**src/rtl/mt_issue_sel.sv**
```systemverilog
module mt_issue_sel #(
  parameter int NT = 4,
  parameter int WW = 3,
  localparam int TW = (NT > 1) ? $clog2(NT) : 1
) (
  input  logic          clk,
  input  logic          rst,
  input  logic [1:0]    sched_mode,
  input  logic [WW-1:0] wt_a,
  input  logic [WW-1:0] wt_b,
  input  logic [NT-1:0] thr_ready,
  input  logic [NT-1:0] ld_stall,
  input  logic [NT-1:0] ld_done,
  output logic [NT-1:0] issue_gnt,
  output logic [TW-1:0] issue_idx,
  output logic          issue_vld
);

  logic [TW-1:0] ptr_q;
  logic [NT-1:0] wait_q;
  logic [WW-1:0] cnt_a_q, cnt_b_q;

  wire [NT-1:0] elig     = thr_ready & ~wait_q;
  wire          wt_mode  = sched_mode[1];
  wire          sos_mode = (sched_mode == 2'b01);

  logic          rr_hit;
  logic [TW-1:0] rr_idx, cand;
  always_comb begin
    rr_hit = 1'b0;
    rr_idx = '0;
    cand   = '0;
    for (int k = NT - 1; k >= 0; k--) begin
      cand = TW'((int'(ptr_q) + k) % NT);
      if (elig[cand]) begin
        rr_hit = 1'b1;
        rr_idx = cand;
      end
    end
  end

  wire both   = elig[0] & elig[1];
  wire a_turn = cnt_a_q < wt_a;
  wire b_turn = cnt_b_q < wt_b;
  wire pick_b = both ? (!a_turn && b_turn) : (elig[1] & ~elig[0]);
  wire wt_hit = elig[0] | elig[1];

  assign issue_vld = wt_mode ? wt_hit : rr_hit;
  assign issue_idx = wt_mode ? (pick_b ? TW'(1) : TW'(0)) : rr_idx;
  assign issue_gnt = issue_vld ? (NT'(1) << issue_idx) : '0;

  wire          inc_a = wt_mode & both & ~pick_b;
  wire          inc_b = wt_mode & both & pick_b;
  wire [WW:0]   a_nxt = {1'b0, cnt_a_q} + (WW+1)'(inc_a);
  wire [WW:0]   b_nxt = {1'b0, cnt_b_q} + (WW+1)'(inc_b);
  wire          win_end = (a_nxt >= {1'b0, wt_a}) && (b_nxt >= {1'b0, wt_b});

  always_ff @(posedge clk) begin
    if (rst) begin
      ptr_q   <= '0;
      wait_q  <= '0;
      cnt_a_q <= '0;
      cnt_b_q <= '0;
    end else begin
      wait_q <= (wait_q & ~ld_done) | ld_stall;
      if (issue_vld && !wt_mode)
        ptr_q <= sos_mode ? issue_idx : issue_idx + TW'(1);
      if (inc_a || inc_b) begin
        cnt_a_q <= win_end ? '0 : a_nxt[WW-1:0];
        cnt_b_q <= win_end ? '0 : b_nxt[WW-1:0];
      end
    end
  end

  AST_GRANT_READY: assert property (@(posedge clk) disable iff (rst)
    issue_vld |-> (thr_ready[issue_idx] && $onehot0(issue_gnt)));
  AST_IDLE_EMPTY: assert property (@(posedge clk) disable iff (rst)
    (thr_ready == '0) |-> (!issue_vld && issue_gnt == '0));
  AST_RR_STEP: assert property (@(posedge clk) disable iff (rst)
    (!$past(rst) && sched_mode == 2'b00 && $past(sched_mode) == 2'b00 && $past(issue_vld)
     && (&thr_ready) && wait_q == '0) |-> (issue_idx == $past(issue_idx) + TW'(1)));
  AST_SOS_HOLD: assert property (@(posedge clk) disable iff (rst)
    (!$past(rst) && sched_mode == 2'b01 && $past(sched_mode) == 2'b01 && $past(issue_vld)
     && thr_ready[$past(issue_idx)] && !wait_q[$past(issue_idx)])
    |-> (issue_idx == $past(issue_idx)));
  AST_STALL_SKIP: assert property (@(posedge clk) disable iff (rst)
    !$past(rst) |-> ((issue_gnt & $past(ld_stall)) == '0));
  AST_WT_RANGE: assert property (@(posedge clk) disable iff (rst)
    (wt_mode && issue_vld) |-> (issue_idx < TW'(2)));
  AST_NO_BUBBLE: assert property (@(posedge clk) disable iff (rst)
    (!wt_mode && (thr_ready & ~wait_q) != '0) |-> issue_vld);

endmodule

```
**config.mk**
```make
export PLATFORM = sky130hd
export DESIGN_NAME = mt_issue_sel
export DESIGN_NICKNAME = d
export VERILOG_FILES = /design/src/rtl/mt_issue_sel.sv
export SDC_FILE = /design/constraint.sdc
export NUM_CORES = 1
export LEC_CHECK = 0
export BUFFER_PORTS_ARGS = -buffer_cell sky130_fd_sc_hd__buf_2
export CAP_MARGIN = 20
export CORE_MARGIN = 3
export CORE_UTILIZATION = 50
export CTS_CLUSTER_DIAMETER = 30
export DETAILED_ROUTE_END_ITERATION = 6
export HOLD_SLACK_MARGIN = 0.08
export PLACE_DENSITY = 0.76
export SLEW_MARGIN = 20
export SYNTH_ARGS = -nofsm -noshare
export SYNTH_HDL_FRONTEND = slang
export SYNTH_SLANG_ARGS = --single-unit
```
**constraint.sdc**
```tcl
create_clock -name clk -period 3.7 [get_ports clk]
set_input_delay 1.11 -clock clk [delete_from_list [all_inputs] [get_ports clk]]
set_output_delay 1.11 -clock clk [all_outputs]
set_load 0.05 [all_outputs]
```
==> flow_summary.ini <==
[placed_design]
port_buffers = 28
hpwl_um = 2273
routabilityCongestion = 0.8994

[floorplan]
io-pin-count = 29
design.core.area_um2 = 2022
row_count = 16
start_util = 0.5458
die-width_um = 52.98
dieArea_um2 = 2807
die_y_um = 52.98

[pwr]
comb_power_share = 0.408
internal_power_w = 0.0002705
power.switching_w = 0.0001528
ir_worst_vdd_v = 0.0002233
powerDensity_nw_per_um2 = 257.4
seq_power_share = 0.337
sw_frac_of_total = 0.3610
p_leak_nw = 0.7282
clkPwrFrac = 0.254

[cts]
cts-root-buf = clkbuf_4
cts_sinks = 12
clk_latency_ns = 0.27
cts_inserted_buffers = 3
cts_tree = built
cts_max_path_buffers = 2
holdBufCountCts = 0
cts_max_level = 1
clk_pin_slew_ns = 0.09

[worst_setup_path]
r2r_slack_ns = 0.56
cp_max_fo = 2
required_ns = 2.59
path_class = input port to output pin
arrival_ns = 2.58
endpoint_kind = output pin
cp-start-kind = input port

[grt]
grt_pass1_vias = 1160
grt_max_degree = 15
grt_pass1_wl_um = 4988
gr-total-overflow = 0
antenna_found_initial = 0
grt.total_usage = 0.2393

[sta]
min_period_ns = 3.688
rsz0062_at_grt = true
worst_pin_slew_ns = 0.4746
period_share = 0.9968
finClkSkew_ns = 0.007006
drv_slew = 0
finalSetupViolCount = 0
clock.fmax_mhz = 271.1
max_slew_margin = 0.6826
fin_tns_setup_ns = 0
hold_violations = 0

[yosys]
ys_seq_area_frac = 0.2177
synth_edf_count = 0
ys.flop_type = dfxtp_1
syn_area_um2 = 1104
synthesis.nets = 174
yosys_warnings = 0
ys_ff_latch = 12
async_reset_ff_frac = 0
synthCells = 134
avgSynthCellArea_um2 = 8.236
synth_cell_types = 35

[detailed_routing]
top_layer = met4
wl_um = 2939
wl_met1_um = 1254
wl_met3_um = 108
drc = 0
drt-initial-drc-count = 20
postRouteAntennaNets = 0
avgViaCountPerCell = 5.694
drt_first_pass_iters = 4
drt-wirelength-per-cell_um = 14.27
vias = 1173
dr_wl_met2_um = 1523

[outcome]
run_status = completed

[run]
maxCapViolCount = 0

[layout]
finish.utilization = 0.8131
final_layout_size_suffix_gt1_frac = 0.4302
diodes = 0
nets = 220
area_growth_pct = 48.98

[hold_path]
hp-class = register to register
[per-stage QoR]
step / cell area [µm²] / total power (W) / hold WS, ns / setup WS (ns) / cells
floorplan: 1219 / 0.0002452 / 0.4423 / -0.3303 / 134
CTS: 1614 / 0.0004179 / 0.4776 / -0.02478 / 206
finish: 1644 / 0.0004232 / 0.4761 / 0.01181 / 206
global placement: 1486 / 0.0002887 / 0.4590 / -0.1543 / 201
detailed placement: 1486 / 0.0002944 / 0.4670 / -0.2151 / 201
global route: 1644 / 0.0004498 / 0.5290 / -0.04928 / 206
[per-layer routing]
metal | up-vias | GRT usage
met1 | 556 | 0.2903
met5 | - | 0
li1 | 582 | -
met4 | 0 | 0.1106
met3 | 6 | 0.04225
met2 | 29 | 0.4050
[what timing repair did]
item | CTS | global route
pin swaps | 6 | 2
gates resized for setup | 21 | 6
endpoints found under the setup margin | 4 | 5
setup buffers | 1 | 0
[path summary, 6_finish.rpt]
kind,start,to,cells past startpoint
max,wt_a[2],issue_gnt[2],10
min,cnt_b_q[0],cnt_b_q[0],2
max reg2reg,cnt_a_q[2],cnt_b_q[2],14
min reg2reg,cnt_b_q[0],cnt_b_q[0],2
[sequential cells by signal (all words and copies together) (netlist names)]
register	flops
wait_q	4
cnt_a_q	3
cnt_b_q	3
ptr_q	2
[worst max-delay path, cell delays in order]
cell	delay, ns
buf_8	0.09
inv_12	0.03
ha_4	0.28
nand2_4	0.05
o21ai_4	0.16
a31oi_4	0.12
o31a_1	0.28
ha_2	0.18
nor2b_4	0.12
buf_6	0.17
[synth_stat cells, drive strengths merged, types with 2 or more instances]
master / count / area [µm²]
dfxtp: 12 / 240.2
ha: 18 / 225.2
nor3b: 3 / 22.52
o21ai: 7 / 35.03
o2111ai: 2 / 17.52
nand3: 3 / 15.01
o211ai: 5 / 37.54
a21oi: 12 / 60.06
o21a: 3 / 22.52
nand2b: 7 / 48.80
nor2b: 8 / 52.55
a31oi: 6 / 37.54
nand2: 8 / 30.03
nor3: 2 / 26.28
inv: 15 / 56.30
xor2: 2 / 17.52
nor2: 8 / 30.03
[kinds of logic after synthesis]
logic type      Yosys count  synth area share
simple gates             44            0.2483
compound gates           42            0.2597
fa+ha+maj                18            0.2041
buf+inv                  16           0.05441
flops                    12            0.2177
xor+xnor                  2           0.01588
[power by group through the flow]
stage | registers [W] | clock network, W | logic (W)
finish | 0.000143 | 0.000108 | 0.000173
global route | 0.000144 | 0.000118 | 0.000188
CTS | 0.000143 | 0.000110 | 0.000166
detailed placement | 0.000146 | 0 | 0.000149
global placement | 0.000145 | 0 | 0.000144
floorplan | 0.000143 | 0 | 0.000102
[area by class of cell]
class | instances | area (µm²)
repair buffers | 42 | 290.3
flip-flops and latches | 12 | 240.2
clock buffers | 4 | 36.28
inverters | 15 | 76.32
multi-input cells | 106 | 967.2
well taps | 27 | 33.78
fillers | 143 | 377.9
[layout by cell type, fill, tap and decap left out, drive strengths merged]
master / count
o31a: 1
a211oi: 1
o31ai: 1
and4bb: 1
nand2b: 7
o21a: 3
nor2: 8
and2: 1
xor2: 2
a311oi: 1
o211ai: 5
nor2b: 8
and4: 1
nor4b: 1
nor3: 2
nand3: 3
a21boi: 1
nand2: 8
inv: 15
buf: 42
o2111ai: 2
dfxtp: 12
clkbuf: 4
a31oi: 6
ha: 18
nand4: 1
a41oi: 1
a21oi: 12
nor3b: 3
o21ai: 7
o221ai: 1
(Power assumes the default switching activity.)
